### config.mk
export PLATFORM = sky130hd
export DESIGN_NAME = ecp_rx_top
export DESIGN_NICKNAME = d
export VERILOG_FILES = /design/src/rtl/ecp_rx_pkg.sv /design/src/rtl/ecp_rx_sync.sv /design/src/rtl/ecp_rx_link.sv /design/src/rtl/ecp_rx_expand.sv /design/src/rtl/ecp_rx_top.sv
export SDC_FILE = /design/constraint.sdc
export NUM_CORES = 1
export LEC_CHECK = 0
export ABC_AREA = 1
export BUFFER_PORTS_ARGS = -buffer_cell sky130_fd_sc_hd__buf_4
export CAP_MARGIN = 20
export CORE_ASPECT_RATIO = 0.8
export CORE_UTILIZATION = 35
export DETAILED_ROUTE_END_ITERATION = 8
export HOLD_SLACK_MARGIN = 0.02
export PLACE_DENSITY = 0.6
export SYNTH_ARGS = -nofsm -noshare
export SYNTH_HDL_FRONTEND = slang
export SYNTH_SLANG_ARGS = --single-unit
export TNS_END_PERCENT = 1
### constraint.sdc
create_clock -name clk -period 1.61 [get_ports clk]
set_clock_uncertainty 0.1 [all_clocks]
set_input_delay 0.4025 -clock clk [delete_from_list [all_inputs] [get_ports clk]]
set_output_delay 0.4025 -clock clk [all_outputs]
set_load 0.005 [all_outputs]
### src/rtl/ecp_rx_pkg.sv
package ecp_rx_pkg;
  typedef enum logic [1:0] {
    LK_IDLE  = 2'd0,
    LK_CLASS = 2'd1,
    LK_EMIT  = 2'd2,
    LK_REL   = 2'd3
  } link_st_e;

  localparam logic [1:0] MODE_OFF = 2'b00;
  localparam logic [1:0] MODE_RLE = 2'b11;
endpackage

### src/rtl/ecp_rx_sync.sv
module ecp_rx_sync #(
  parameter int W       = 1,
  parameter int STAGES  = 2,
  parameter logic [W-1:0] RST_VAL = '1
) (
  input  logic         clk,
  input  logic         rst_n,
  input  logic [W-1:0] async_i,
  output logic [W-1:0] sync_o
);
  logic [W-1:0] chain [STAGES];

  for (genvar s = 0; s < STAGES; s++) begin : g_stage
    if (s == 0) begin : g_first
      always_ff @(posedge clk or negedge rst_n) begin
        if (!rst_n) chain[s] <= RST_VAL;
        else        chain[s] <= async_i;
      end
    end else begin : g_next
      always_ff @(posedge clk or negedge rst_n) begin
        if (!rst_n) chain[s] <= RST_VAL;
        else        chain[s] <= chain[s-1];
      end
    end
  end

  assign sync_o = chain[STAGES-1];
endmodule

### src/rtl/ecp_rx_link.sv
module ecp_rx_link
  import ecp_rx_pkg::*;
#(
  parameter int DW = 8
) (
  input  logic          clk,
  input  logic          rst_n,
  input  logic          soft_rst_i,
  input  logic [1:0]    mode_i,
  input  logic          strb_s_i,
  input  logic          autofd_i,
  input  logic [DW-1:0] data_i,
  input  logic          exp_done_i,
  output logic          busy_o,
  output logic          data_go_o,
  output logic          cnt_load_o,
  output logic [DW-1:0] byte_o,
  output logic          cmd_evt_o,
  output logic [DW-1:0] cmd_byte_o
);
  link_st_e      st;
  logic          strb_q;
  logic          busy_r;
  logic [DW-1:0] byte_r;
  logic          is_cmd_r;
  logic          rle_r;
  logic          cmd_evt_r;
  logic [DW-1:0] cmd_byte_r;
  logic          fall;
  logic          is_count;

  assign fall     = strb_q & ~strb_s_i;
  assign is_count = is_cmd_r & rle_r & ~byte_r[DW-1];

  always_ff @(posedge clk or negedge rst_n) begin
    if (!rst_n) begin
      st         <= LK_IDLE;
      strb_q     <= 1'b1;
      busy_r     <= 1'b0;
      byte_r     <= '0;
      is_cmd_r   <= 1'b0;
      rle_r      <= 1'b0;
      cmd_evt_r  <= 1'b0;
      cmd_byte_r <= '0;
    end else begin
      strb_q    <= strb_s_i;
      cmd_evt_r <= 1'b0;
      if (soft_rst_i) begin
        st     <= LK_IDLE;
        busy_r <= 1'b0;
      end else begin
        unique case (st)
          LK_IDLE: begin
            if (fall && mode_i != MODE_OFF) begin
              byte_r   <= data_i;
              is_cmd_r <= ~autofd_i;
              rle_r    <= (mode_i == MODE_RLE);
              busy_r   <= 1'b1;
              st       <= LK_CLASS;
            end
          end
          LK_CLASS: begin
            if (!is_cmd_r) begin
              st <= LK_EMIT;
            end else begin
              if (!is_count) begin
                cmd_evt_r  <= 1'b1;
                cmd_byte_r <= byte_r;
              end
              st <= LK_REL;
            end
          end
          LK_EMIT: begin
            if (exp_done_i) st <= LK_REL;
          end
          LK_REL: begin
            if (strb_s_i) begin
              busy_r <= 1'b0;
              st     <= LK_IDLE;
            end
          end
          default: st <= LK_IDLE;
        endcase
      end
    end
  end

  assign busy_o     = busy_r;
  assign data_go_o  = (st == LK_CLASS) && !is_cmd_r && !soft_rst_i;
  assign cnt_load_o = (st == LK_CLASS) && is_count && !soft_rst_i;
  assign byte_o     = byte_r;
  assign cmd_evt_o  = cmd_evt_r;
  assign cmd_byte_o = cmd_byte_r;

  AST_OFF_NO_CAPTURE: assert property (@(posedge clk) disable iff (!rst_n)
    (st == LK_IDLE && mode_i == MODE_OFF) |=> !busy_r);

  AST_EVT_NOT_COUNT: assert property (@(posedge clk) disable iff (!rst_n)
    cmd_evt_r |-> (cmd_byte_r[DW-1] || !rle_r));

  AST_BUSY_UNTIL_RELEASE: assert property (@(posedge clk) disable iff (!rst_n)
    (st == LK_REL && !strb_s_i && !soft_rst_i) |=> busy_r);
endmodule

### src/rtl/ecp_rx_expand.sv
module ecp_rx_expand #(
  parameter int DW = 8,
  localparam int CW = DW - 1
) (
  input  logic          clk,
  input  logic          rst_n,
  input  logic          soft_rst_i,
  input  logic          data_go_i,
  input  logic          cnt_load_i,
  input  logic [DW-1:0] byte_i,
  output logic          done_o,
  output logic [DW-1:0] out_data_o,
  output logic          out_valid_o,
  input  logic          out_ready_i,
  output logic          rld_o
);
  logic          pend_vld;
  logic [CW-1:0] pend_cnt;
  logic          vld;
  logic [DW-1:0] obyte;
  logic [CW-1:0] rem;
  logic          take;

  assign take   = vld & out_ready_i;
  assign done_o = take && (rem == '0) && !soft_rst_i;

  always_ff @(posedge clk or negedge rst_n) begin
    if (!rst_n) begin
      pend_vld <= 1'b0;
      pend_cnt <= '0;
      vld      <= 1'b0;
      obyte    <= '0;
      rem      <= '0;
    end else if (soft_rst_i) begin
      pend_vld <= 1'b0;
      pend_cnt <= '0;
      vld      <= 1'b0;
      rem      <= '0;
    end else begin
      if (cnt_load_i) begin
        pend_vld <= 1'b1;
        pend_cnt <= byte_i[CW-1:0];
      end
      if (data_go_i) begin
        vld   <= 1'b1;
        obyte <= byte_i;
        rem   <= pend_vld ? pend_cnt : '0;
      end else if (take) begin
        if (rem == '0) begin
          vld      <= 1'b0;
          pend_vld <= 1'b0;
        end else begin
          rem <= rem - 1'b1;
        end
      end
    end
  end

  assign out_data_o  = obyte;
  assign out_valid_o = vld;
  assign rld_o       = pend_vld;

  AST_VALID_HOLD: assert property (@(posedge clk) disable iff (!rst_n)
    (vld && !out_ready_i && !soft_rst_i) |=> (vld && $stable(obyte)));

  AST_RLD_COVERS_REPEAT: assert property (@(posedge clk) disable iff (!rst_n)
    (vld && rem != '0) |-> pend_vld);

  AST_ABORT_CLEARS: assert property (@(posedge clk) disable iff (!rst_n)
    soft_rst_i |=> (!vld && !pend_vld));
endmodule

### src/rtl/ecp_rx_top.sv
module ecp_rx_top #(
  parameter int DW          = 8,
  parameter int SYNC_STAGES = 2
) (
  input  logic          clk,
  input  logic          rst_n,
  input  logic [1:0]    mode_i,
  input  logic          soft_rst_i,
  input  logic          sw_busy_i,
  input  logic          sw_ack_i,
  input  logic          host_strobe_n_i,
  input  logic          host_autofd_i,
  input  logic [DW-1:0] host_data_i,
  output logic          busy_o,
  output logic          ack_o,
  output logic [DW-1:0] out_data_o,
  output logic          out_valid_o,
  input  logic          out_ready_i,
  output logic          cmd_evt_o,
  output logic [DW-1:0] cmd_byte_o,
  output logic          rld_o,
  output logic          hold_o
);
  logic          strb_s;
  logic          busy_int;
  logic          data_go;
  logic          cnt_load;
  logic [DW-1:0] cap_byte;
  logic          exp_done;

  ecp_rx_sync #(.W(1), .STAGES(SYNC_STAGES), .RST_VAL(1'b1)) u_sync (
    .clk     (clk),
    .rst_n   (rst_n),
    .async_i (host_strobe_n_i),
    .sync_o  (strb_s)
  );

  ecp_rx_link #(.DW(DW)) u_link (
    .clk        (clk),
    .rst_n      (rst_n),
    .soft_rst_i (soft_rst_i),
    .mode_i     (mode_i),
    .strb_s_i   (strb_s),
    .autofd_i   (host_autofd_i),
    .data_i     (host_data_i),
    .exp_done_i (exp_done),
    .busy_o     (busy_int),
    .data_go_o  (data_go),
    .cnt_load_o (cnt_load),
    .byte_o     (cap_byte),
    .cmd_evt_o  (cmd_evt_o),
    .cmd_byte_o (cmd_byte_o)
  );

  ecp_rx_expand #(.DW(DW)) u_exp (
    .clk         (clk),
    .rst_n       (rst_n),
    .soft_rst_i  (soft_rst_i),
    .data_go_i   (data_go),
    .cnt_load_i  (cnt_load),
    .byte_i      (cap_byte),
    .done_o      (exp_done),
    .out_data_o  (out_data_o),
    .out_valid_o (out_valid_o),
    .out_ready_i (out_ready_i),
    .rld_o       (rld_o)
  );

  // The forward direction never drives ack itself; only the override can.
  assign busy_o = busy_int | sw_busy_i;
  assign ack_o  = ~sw_ack_i;
  assign hold_o = out_valid_o;

  AST_BUSY_WHILE_VALID: assert property (@(posedge clk) disable iff (!rst_n)
    out_valid_o |-> busy_int);
endmodule

==> flow_metrics.py, run 1 <==
metrics = {
    "status": {
        "status": "completed",
    },
    "grt": {
        "track_usage": 0.1554,
        "antenna_found_initial": 0,
        "grt_pass1_vias": 1872,
        "grt_max_degree": 27,
        "grt_pass1_wl_um": 8562,
        "gr-total-overflow": 0,
    },
    "placed_design": {
        "place_inst": 397,
        "dpl_cell_area_mm2": 0.002849,
        "port_buffers": 39,
        "routabilityCongestion": 0.7632,
        "dp_slack_ps": 35.66,
        "place.detailed.hpwl_um": 3680,
    },
    "clock_network": {
        "cts_tree": "done",
        "clkSlewWorstSetupHoldPaths_ps": 80,
        "insertion_delay_ps": 300,
        "cts_sinks": 49,
        "numCtsBuffers": 5,
        "cts.root.buffer_cell": "clkbuf_8",
        "h-tree-depth": 2,
        "clock_path_buffers": 2,
    },
    "power_and_ir_drop": {
        "power.density_mw_per_mm2": 1594,
        "power.leakage_nw": 1.534,
        "finalPower_mw": 4.754,
        "comb_power_share": 0.444,
        "clkPwrFrac": 0.149,
        "seq_power_share": 0.407,
        "p_switching_mw": 1.796,
        "swShare": 0.3777,
        "vdd_drop_max_uv": 482.6,
        "p_int_mw": 2.958,
    },
    "layout": {
        "seq_area_mm2": 0.001230,
        "drive_gt1_frac": 0.3117,
        "area_growth_pct": 25.21,
        "fillers": 645,
        "fin_nets": 347,
        "design_area_mm2": 0.002983,
        "multi_input_area_um2": 984.7,
        "stdcell_count": 408,
        "diodes": 0,
    },
    "die": {
        "die_area_mm2": 0.007142,
        "io_pins": 40,
        "die_h_um": 75.79,
        "start_util": 0.3680,
        "die_w_um": 94.24,
        "coreArea_mm2": 0.006474,
        "rows": 26,
    },
    "timing": {
        "setup_viol": 0,
        "maxSlewHeadroom": 0.7835,
        "worstMarginPinSlew_ps": 324.7,
        "fin_crit_ps": 1536,
        "setup_ws_ps": 73.53,
        "rsz0062_at_grt": "yes",
        "drv_slew": 0,
        "hold_viol_final": 0,
        "whs_ps": 101.3,
        "fmax_mhz": 650.8,
        "period_share": 0.9543,
    },
    "synth": {
        "syn_nets": 292,
        "synth_cell_types": 30,
        "yosys.area.top_type": "dfrtp_1",
        "yosys_warnings": 0,
        "yosys-top-cells-area": "dfrtp_1 48%, nand2_1 11%, inv_1 4.7%, nand3_1 4.4%, o21ai_2 4.0%",
        "ys_seq_area_frac": 0.5163,
        "synth.top_cell.area_share": 0.4832,
        "synth_async_sr_flop_share": 1.000,
        "yosys_most_used_dff": "dfrtp_1",
        "synth_most_common_cell": "nand2_1",
        "synth_edf_count": 0,
        "syn_area_per_cell_um2": 8.889,
        "synth_common_cells": "67 x nand2_1, 46 x dfrtp_1, 30 x inv_1, 21 x nand3_1, 16 x o21ai_0",
        "syn_inst": 268,
        "synth-seq-cells": 49,
        "syn-cell-area_mm2": 0.002382,
    },
    "detailed_routing": {
        "firstDrtPassIters": 4,
        "ant_nets": 0,
        "post_drt_wl_per_cell_um": 12.11,
        "drc": 0,
        "viasPerCell": 4.610,
        "drt-initial-drc-count": 74,
        "num_vias": 1881,
        "routed_wirelength_um": 4941,
    },
    "setup_path": {
        "cp-startpoint": "u_link.busy_o",
        "slowest_delay_ps": 380,
        "r2r_slack_ps": 80,
        "critPathSlowestCell": "dfrtp_1",
        "r2r_end": "u_exp.rem[0]",
        "r2r_cells": 9,
        "worstPathArrival_ps": 1030,
        "crit_type": "flop to output port",
        "worst-path-max-fanout": 2,
        "cp_data_required_time_ps": 1110,
        "worstPathCellList": "or2_4 -> buf_4",
        "r2r_start": "u_link.st[1]",
        "worstSetupEndpoint": "busy_o",
        "crit_path_end_kind": "output port",
        "worstSetupStartpointType": "flop",
    },
    "min_path": {
        "hp-class": "input pin to flop",
    },
    "run": {
        "cap_violations": 0,
    },
}
[sequential cells by signal, indices dropped and copies added, names as in the netlist]
register	flops
u_exp.out_valid_o	1
u_link.busy_o	1
u_link.cmd_byte_o	8
u_link.cmd_evt_o	1
u_exp.pend_cnt	7
u_link.strb_q	1
u_link.st	2
u_exp.out_data_o	8
u_link.rle_r	1
u_link.is_cmd_r	1
u_link.byte_o	8
u_exp.rld_o	1
u_exp.rem	7
u_sync.chain	1
u_sync.sync_o	1
[routing by layer]
layer,global-route usage,up-vias,wire [µm]
met3,0.03693,4,195
met4,0.05128,0,44
met5,0,-,0
met2,0.2536,39,2223
li1,-,969,-
met1,0.2052,869,2477
[through the flow]
step / setup TNS, ps / utilization
finish: 0 / 0.4608
global route: -123.7 / 0.4608
CTS: 0 / 0.4542
detailed placement: 0 / 0.4401
global placement: 0 / 0.4401
floorplan: 0 / -
[timing repair]
action                                 4_1_cts  5_1_grt
endpoints found under the hold margin       20        0
setup endpoints to repair                    0       26
hold buffers                                 1        0
setup buffers                                0        2
resized for setup                            0       12
[kinds of logic (layout without fill, tap and decap cells)]
logic type | count (synthesis) | after routing | share of synthesized area
compound gates | 45 | 45 | 0.1150
flops | 49 | 49 | 0.5163
fa+ha+maj | 6 | 6 | 0.03151
buf+inv | 42 | 98 | 0.08036
simple gates | 125 | 125 | 0.2531
xor+xnor | 1 | 1 | 0.003677
[power groups by stage]
stage | clock [mW] | combinational (mW) | sequential (mW)
2_1_floorplan | 0 | 1.27 | 1.94
3_3_place_gp | 0 | 2.02 | 1.95
3_5_place_dp | 0 | 2.06 | 1.97
4_1_cts | 0.730 | 2.07 | 1.94
5_1_grt | 0.775 | 2.43 | 2.00
6_report | 0.707 | 2.11 | 1.93
[layout make-up]
type / count / area share
clock buffer: 7 / 0.02559
clock inverter: 1 / 0.001678
inverter: 34 / 0.04362
multi-input combinational: 177 / 0.3301
sequential: 49 / 0.4123
tap: 84 / 0.03523
timing repair buffer: 56 / 0.1514
[critical path: cells and delay by family (launching register included)]
family,cells,cell delay [ps]
DFF,1,380
buffers and inverters,1,130
and+or+nand+nor,1,220
[how the worst min path moves through the flow]
| stage | start | end | depth (start not counted) | slack, ps |
|---|---|---|---|---|
| after detailed placement | rst_n | u_link.st[0] | 1 | 230 |
| after global routing | host_strobe_n_i | u_sync.chain[1] | 1 | 80 |
| after CTS | host_strobe_n_i | u_sync.chain[1] | 1 | 90 |
| after global placement | rst_n | u_link.st[0] | 1 | 230 |
| final | host_strobe_n_i | u_sync.chain[1] | 1 | 100 |
| after floorplan | rst_n | u_exp.out_data_o[0] | 0 | 7 |
[cell usage in the layout (no fill, tap or decap), types with 2 or more instances in the layout]
cell       n
nand2_1   65
buf_4     52
dfrtp_1   46
inv_1     28
nand3_1   21
nor2_1    14
o21ai_0   14
o21ai_2   11
a21oi_1   10
inv_2      5
nand2_2    5
nand4_1    5
ha_1       5
clkbuf_8   5
o21ai_1    4
o22ai_1    4
nor2_2     3
nor2_4     3
dfstp_2    3
nand3_2    2
nand2_4    2
clkbuf_1   2
buf_12     2
(Power assumes the default switching activity.)
==> run 2: changes to the inputs <==
--- a/config.mk
+++ b/config.mk
@@ -9,10 +9,10 @@
 export BUFFER_PORTS_ARGS = -buffer_cell sky130_fd_sc_hd__buf_4
 export CAP_MARGIN = 20
 export CORE_ASPECT_RATIO = 0.8
-export CORE_UTILIZATION = 35
+export CORE_UTILIZATION = 50
 export DETAILED_ROUTE_END_ITERATION = 8
 export HOLD_SLACK_MARGIN = 0.02
-export PLACE_DENSITY = 0.6
+export PLACE_DENSITY = 0.75
 export SYNTH_ARGS = -nofsm -noshare
 export SYNTH_HDL_FRONTEND = slang
 export SYNTH_SLANG_ARGS = --single-unit
==> run 2 against run 1 <==
Power grew 2.6%. Non-clock buffer count up 1. Cell area is essentially flat. Critical endpoint unchanged. Combinational power about the same. Global-route usage up 6.1 points. Worst setup slack worse by 25 ps. Via count up 5.0%. Die area decreased by 29%. Clock-buffer cell count is 1 lower. Highest routed layer unchanged. Critical path depth unchanged. Register-to-register slack about the same.
==> flow_metrics.py, run 2 (synthesized netlist as in run 1, its figures left out) <==
metrics = {
    "status": {
        "status": "completed",
    },
    "detailed_routing": {
        "drc": 0,
        "num_vias": 1975,
        "routed_wirelength_um": 4837,
        "drt-initial-drc-count": 158,
        "post_drt_wl_per_cell_um": 12.56,
        "ant_nets": 0,
        "firstDrtPassIters": 4,
        "viasPerCell": 5.130,
    },
    "setup_path": {
        "slowest_delay_ps": 400,
        "critPathSlowestCell": "dfrtp_1",
        "crit_path_end_kind": "output port",
        "worstSetupStartpointType": "flop",
        "cp_data_required_time_ps": 1110,
        "r2r_start": "u_link.st[1]",
        "crit_type": "flop to output port",
        "r2r_slack_ps": 90,
        "worst-path-max-fanout": 2,
        "cp-startpoint": "u_link.busy_o",
        "worstPathArrival_ps": 1060,
        "worstPathCellList": "or2_4 -> buf_4",
    },
    "grt": {
        "antenna_found_initial": 0,
        "gr-total-overflow": 0,
        "track_usage": 0.2160,
        "grt_pass1_vias": 1877,
        "grt_max_degree": 30,
        "grt_pass1_wl_um": 8418,
    },
    "clock_network": {
        "clock_path_buffers": 2,
        "cts.root.buffer_cell": "clkbuf_8",
        "h-tree-depth": 2,
        "clkSlewWorstSetupHoldPaths_ps": 90,
        "numCtsBuffers": 5,
        "cts_tree": "done",
        "cts_sinks": 49,
        "insertion_delay_ps": 310,
    },
    "die": {
        "coreArea_mm2": 0.004569,
        "io_pins": 40,
        "die_w_um": 79.18,
        "die_area_mm2": 0.005047,
        "start_util": 0.5214,
        "rows": 22,
        "die_h_um": 63.74,
    },
    "timing": {
        "maxSlewHeadroom": 0.7990,
        "setup_viol": 0,
        "drv_slew": 0,
        "fin_crit_ps": 1561,
        "whs_ps": 89.16,
        "worstMarginPinSlew_ps": 300.3,
        "period_share": 0.9698,
        "hold_viol_final": 0,
        "fmax_mhz": 640.4,
        "rsz0062_at_grt": "yes",
        "setup_ws_ps": 48.59,
    },
    "placed_design": {
        "port_buffers": 39,
        "routabilityCongestion": 0.8564,
        "place.detailed.hpwl_um": 3536,
        "place_inst": 371,
        "dp_slack_ps": 12.84,
    },
    "layout": {
        "final_common_cell": "nand2_1",
        "area_growth_pct": 25.31,
        "seq_area_mm2": 0.001231,
        "fin_nets": 348,
        "final_cell_mix": "65 x nand2_1, 53 x buf_4, 45 x dfrtp_1",
        "multi_input_area_um2": 989.7,
        "stdcell_count": 385,
        "fillers": 383,
        "diodes": 0,
        "drive_gt1_frac": 0.3323,
    },
    "power_and_ir_drop": {
        "power.density_mw_per_mm2": 1634,
        "power.leakage_nw": 1.545,
        "finalPower_mw": 4.878,
        "vdd_drop_max_uv": 857.5,
    },
    "min_path": {
        "hp-class": "input pin to flop",
        "worstHoldStart": "host_strobe_n_i",
    },
    "run": {
        "cap_violations": 0,
    },
}
[run 2: worst paths after layout]
path	to	depth (start not counted)
hold / removal	u_sync.chain[1]	1
setup / recovery	busy_o	2
max in group asynchronous	u_exp.pend_cnt[3]	3
min in group asynchronous	u_link.cmd_byte_o[7]	2
hold reg to reg	u_sync.sync_o	0
setup reg to reg	u_exp.rem[0]	9
[run 2: report_power, final]
| part | total, mW | switching [mW] | leakage (nW) | internal (mW) |
|---|---|---|---|---|
| clock | 0.793 | 0.436 | 0.0518 | 0.357 |
| combinational | 2.14 | 1.15 | 0.887 | 0.987 |
| sequential | 1.95 | 0.277 | 0.607 | 1.67 |
| total | 4.88 | 1.86 | 1.55 | 3.02 |
[run 2: what timing repair did]
| action | CTS | global route |
|---|---|---|
| hold endpoints to repair | 17 | 0 |
| resized for setup | 0 | 14 |
| endpoints found under the setup margin | 0 | 26 |
| setup buffers | 0 | 5 |
| hold buffers | 1 | 0 |
[run 2: area by class of cell]
| class | count | share of cell area |
|---|---|---|
| Inverter | 34 | 0.04359 |
| Timing Repair Buffer | 57 | 0.1538 |
| Clock buffer | 6 | 0.02766 |
| Sequential cell | 49 | 0.4124 |
| Multi-Input combinational cell | 177 | 0.3315 |
| Clock inverter | 2 | 0.005868 |
| Tap cell | 60 | 0.02515 |
[run 2: layer usage]
metal | vias to the layer above | GRT usage | routed length (µm)
met5 | - | 0 | 0
met4 | 0 | 0.08182 | 87
met3 | 11 | 0.04714 | 211
met2 | 47 | 0.3276 | 2271
met1 | 937 | 0.3036 | 2266
li1 | 980 | - | -
[run 2: critical path: cells and delay by family (launching register included)]
| kind | cells | cell delay (ps) |
|---|---|---|
| buffers and inverters | 1 | 130 |
| and+or+nand+nor | 1 | 230 |
| DFF | 1 | 400 |
[run 2: metrics by stage]
step,cell area [µm²],TNS [ps],utilization
2_1_floorplan,2382,0,-
3_3_place_gp,2804,0,0.6136
3_5_place_dp,2804,0,0.6136
4_1_cts,2914,0,0.6377
5_1_grt,2985,-94.05,0.6533
6_report,2985,0,0.6533
==> run 3: changes to the inputs <==
--- a/config.mk
+++ b/config.mk
@@ -15,5 +15,6 @@
 export PLACE_DENSITY = 0.75
 export SYNTH_ARGS = -nofsm -noshare
 export SYNTH_HDL_FRONTEND = slang
+export SYNTH_HIERARCHICAL = 1
 export SYNTH_SLANG_ARGS = --single-unit
 export TNS_END_PERCENT = 1
==> run 3 against run 2 <==
The flow now finishes with violations (setup timing). Hold slack better by 17 ps. Non-clock buffer count up 5. Clock power is 30% higher. Via count up 2.9%. Die area down 3.4%. Combinational power up 6%. Critical endpoint is now u_link/st[0]. Highest routed layer unchanged.
==> flow_metrics.py, run 3 <==
metrics = {
    "synth": {
        "syn_inst": 277,
        "synthMuxAreaShare": 0.006529,
        "ys_seq_area_frac": 0.5348,
        "synth.top_cell.area_share": 0.5005,
        "syn_nets": 301,
        "syn_area_per_cell_um2": 8.302,
        "synth_edf_count": 0,
        "yosys_warnings": 6,
        "synthSimpleGateAreaFrac": 0.2731,
        "syn-cell-area_mm2": 0.002300,
        "yosys.area.top_type": "dfrtp_1",
        "synth_common_cells": "97 x nand2_1, 46 x dfrtp_1, 33 x inv_1, 20 x nand3_1, 14 x o21ai_1",
        "synth-seq-cells": 49,
        "synth_async_sr_flop_share": 1.000,
        "yosys.area_share.adder": 0.03264,
        "yosys_most_used_dff": "dfrtp_1",
        "synth_cell_types": 27,
        "synth_compound_area_frac": 0.07345,
        "yosys.area_share.xor_xnor": 0,
        "yosys-top-cells-area": "dfrtp_1 50%, nand2_1 16%, inv_1 5.4%, nand3_1 4.4%, dfstp_2 3.4%",
        "synth_most_common_cell": "nand2_1",
        "synth_top_family_by_area": "simple AND/OR/NAND/NOR gates",
    },
    "status": {
        "status": "complete, but fails checks",
        "violations": "setup timing",
    },
    "setup_path": {
        "worstPathArrival_ps": 1750,
        "slowest_delay_ps": 410,
        "crit_path_end_kind": "flop",
        "cpMostUsedCell": "nand2_2",
        "worstSetupStartpointType": "flop",
        "crit_type": "flop to flop",
        "r2r_start": "u_exp/rem[0]",
        "r2r_slack_ps": -50,
        "worstPathCellList": "inv_2 -> ha_4 -> nand2_4 -> nor2_4 -> nand2_2 -> nor3_2 -> nor2_1 -> nand2_1 -> nand2_1 -> inv_2 -> nand2_2 -> nand2_2 -> nand2_2",
        "worst-path-max-fanout": 3,
        "r2r_end": "u_link/st[0]",
        "critPathSlowestCell": "dfrtp_1",
        "r2r_cells": 13,
        "cp_data_required_time_ps": 1700,
    },
    "layout": {
        "area_growth_pct": 32.48,
        "stdcell_count": 400,
        "fillers": 358,
        "drive_gt1_frac": 0.3090,
        "design_area_mm2": 0.003047,
        "multi_input_area_um2": 960.9,
        "final_cell_mix": "91 x nand2_1, 58 x buf_4, 46 x dfrtp_1",
        "fin_util": 0.7070,
        "fin_nets": 366,
        "seq_area_mm2": 0.001230,
        "diodes": 0,
        "final_common_cell": "nand2_1",
    },
    "placed_design": {
        "port_buffers": 39,
        "dpl_cell_area_mm2": 0.002740,
        "place.detailed.hpwl_um": 3613,
        "routabilityCongestion": 0.8923,
        "dp_slack_ps": -44.45,
        "place_inst": 381,
    },
    "min_path": {
        "worstHoldStart": "host_strobe_n_i",
        "hp-class": "input pin to flop",
        "hold-path-endpoint": "u_sync/chain[1]",
        "hold_depth": 1,
    },
    "timing": {
        "period_share": 1.028,
        "setup_ws_ps": -45.46,
        "drv_slew": 0,
        "worstMarginPinSlew_ps": 320.9,
        "fin_crit_ps": 1655,
        "whs_ps": 106.4,
        "hold_viol_final": 0,
        "fmax_mhz": 604.1,
        "setup_viol": 3,
        "rsz0062_at_grt": "yes",
        "maxSlewHeadroom": 0.7856,
    },
    "clock_network": {
        "numCtsBuffers": 5,
        "insertion_delay_ps": 300,
        "h-tree-depth": 2,
        "cts.root.buffer_cell": "clkbuf_8",
        "clock_path_buffers": 2,
        "cts_sinks": 49,
        "cts_tree": "done",
        "clkSlewWorstSetupHoldPaths_ps": 90,
    },
    "detailed_routing": {
        "num_vias": 2033,
        "drt-initial-drc-count": 133,
        "ant_nets": 0,
        "viasPerCell": 5.083,
        "firstDrtPassIters": 4,
        "routed_wirelength_um": 5201,
        "post_drt_wl_per_cell_um": 13.00,
        "drc": 0,
    },
    "power_and_ir_drop": {
        "vdd_drop_max_uv": 773.4,
        "clkPwrFrac": 0.196,
        "power.leakage_nw": 1.633,
        "p_int_mw": 3.357,
        "power.density_mw_per_mm2": 1715,
        "swShare": 0.3573,
        "seq_power_share": 0.372,
        "p_switching_mw": 1.866,
        "comb_power_share": 0.432,
    },
    "die": {
        "die_w_um": 77.83,
        "rows": 21,
        "start_util": 0.5337,
        "die_area_mm2": 0.004877,
        "die_h_um": 62.66,
        "io_pins": 40,
        "coreArea_mm2": 0.004309,
    },
    "grt": {
        "antenna_found_initial": 0,
        "grt_pass1_wl_um": 8769,
        "grt_pass1_vias": 1916,
        "track_usage": 0.2300,
        "gr-total-overflow": 0,
        "grt_max_degree": 30,
    },
    "run": {
        "cap_violations": 0,
    },
}
-- run 3: power groups by stage --
stage                     logic (mW)  clock network (mW)  registers (mW)
after floorplan                 1.08                   0            1.92
after global placement          1.79                   0            1.93
after detailed placement        1.85                   0            1.94
after CTS                       1.98                1.04            1.93
after global routing            2.52                1.10            2.00
final                           2.26                1.03            1.94
-- run 3: repair_timing --
item / CTS / global route
endpoints found under the setup margin: 5 / 32
resized for setup: 6 / 16
hold endpoints to repair: 20 / 0
pin swaps: 4 / 11
hold buffers: 1 / 0
setup buffers: 4 / 6
-- run 3: worst max-delay path: cells and delay by family (launching register included) --
kind / cells / cell delay, ps
fa+ha+maj: 1 / 150
flops: 1 / 410
buf+inv: 2 / 150
simple gates: 10 / 730
-- run 3: routing by layer --
metal	vias to the layer above	track usage	wire, µm
met5	-	0	0
met1	968	0.3214	2386
met2	56	0.3684	2543
li1	999	-	-
met3	10	0.04526	201
met4	0	0.05896	70
-- run 3: layout make-up --
cell class | instances | area share
clock inverter | 3 | 0.02136
multi-input combinational | 183 | 0.3154
tap | 57 | 0.02341
inverter | 41 | 0.05051
clock buffer | 5 | 0.02259
sequential | 49 | 0.4037
timing repair buffer | 62 | 0.1630
-- run 3: per-stage QoR --
stage,setup TNS [ps],total power [mW]
after floorplan,-8.276,3.005
after global placement,0,3.718
after detailed placement,-138.3,3.793
after CTS,-17.88,4.941
after global routing,-886.7,5.621
final,-94.27,5.224
-- run 3: cell families after synthesis --
group / Yosys count
adder cells (fa/ha/maj): 6
AO/OA/AOI/OAI: 31
buffers and inverters: 45
AND/OR/NAND/NOR: 145
multiplexers: 1
flip-flops: 49
-- run 3: worst max-delay path by stage --
stage / startpoint / cells past startpoint / to
after global routing: u_exp/rem[0] / 13 / u_link/st[0]
after CTS: u_exp/rem[1] / 13 / u_link/st[0]
final: u_exp/rem[0] / 13 / u_link/st[0]
after global placement: u_exp/rem[0] / 13 / u_link/st[0]
after floorplan: u_link/st[1] / 6 / u_exp/out_data_o[7]
after detailed placement: u_exp/rem[1] / 13 / u_link/st[0]
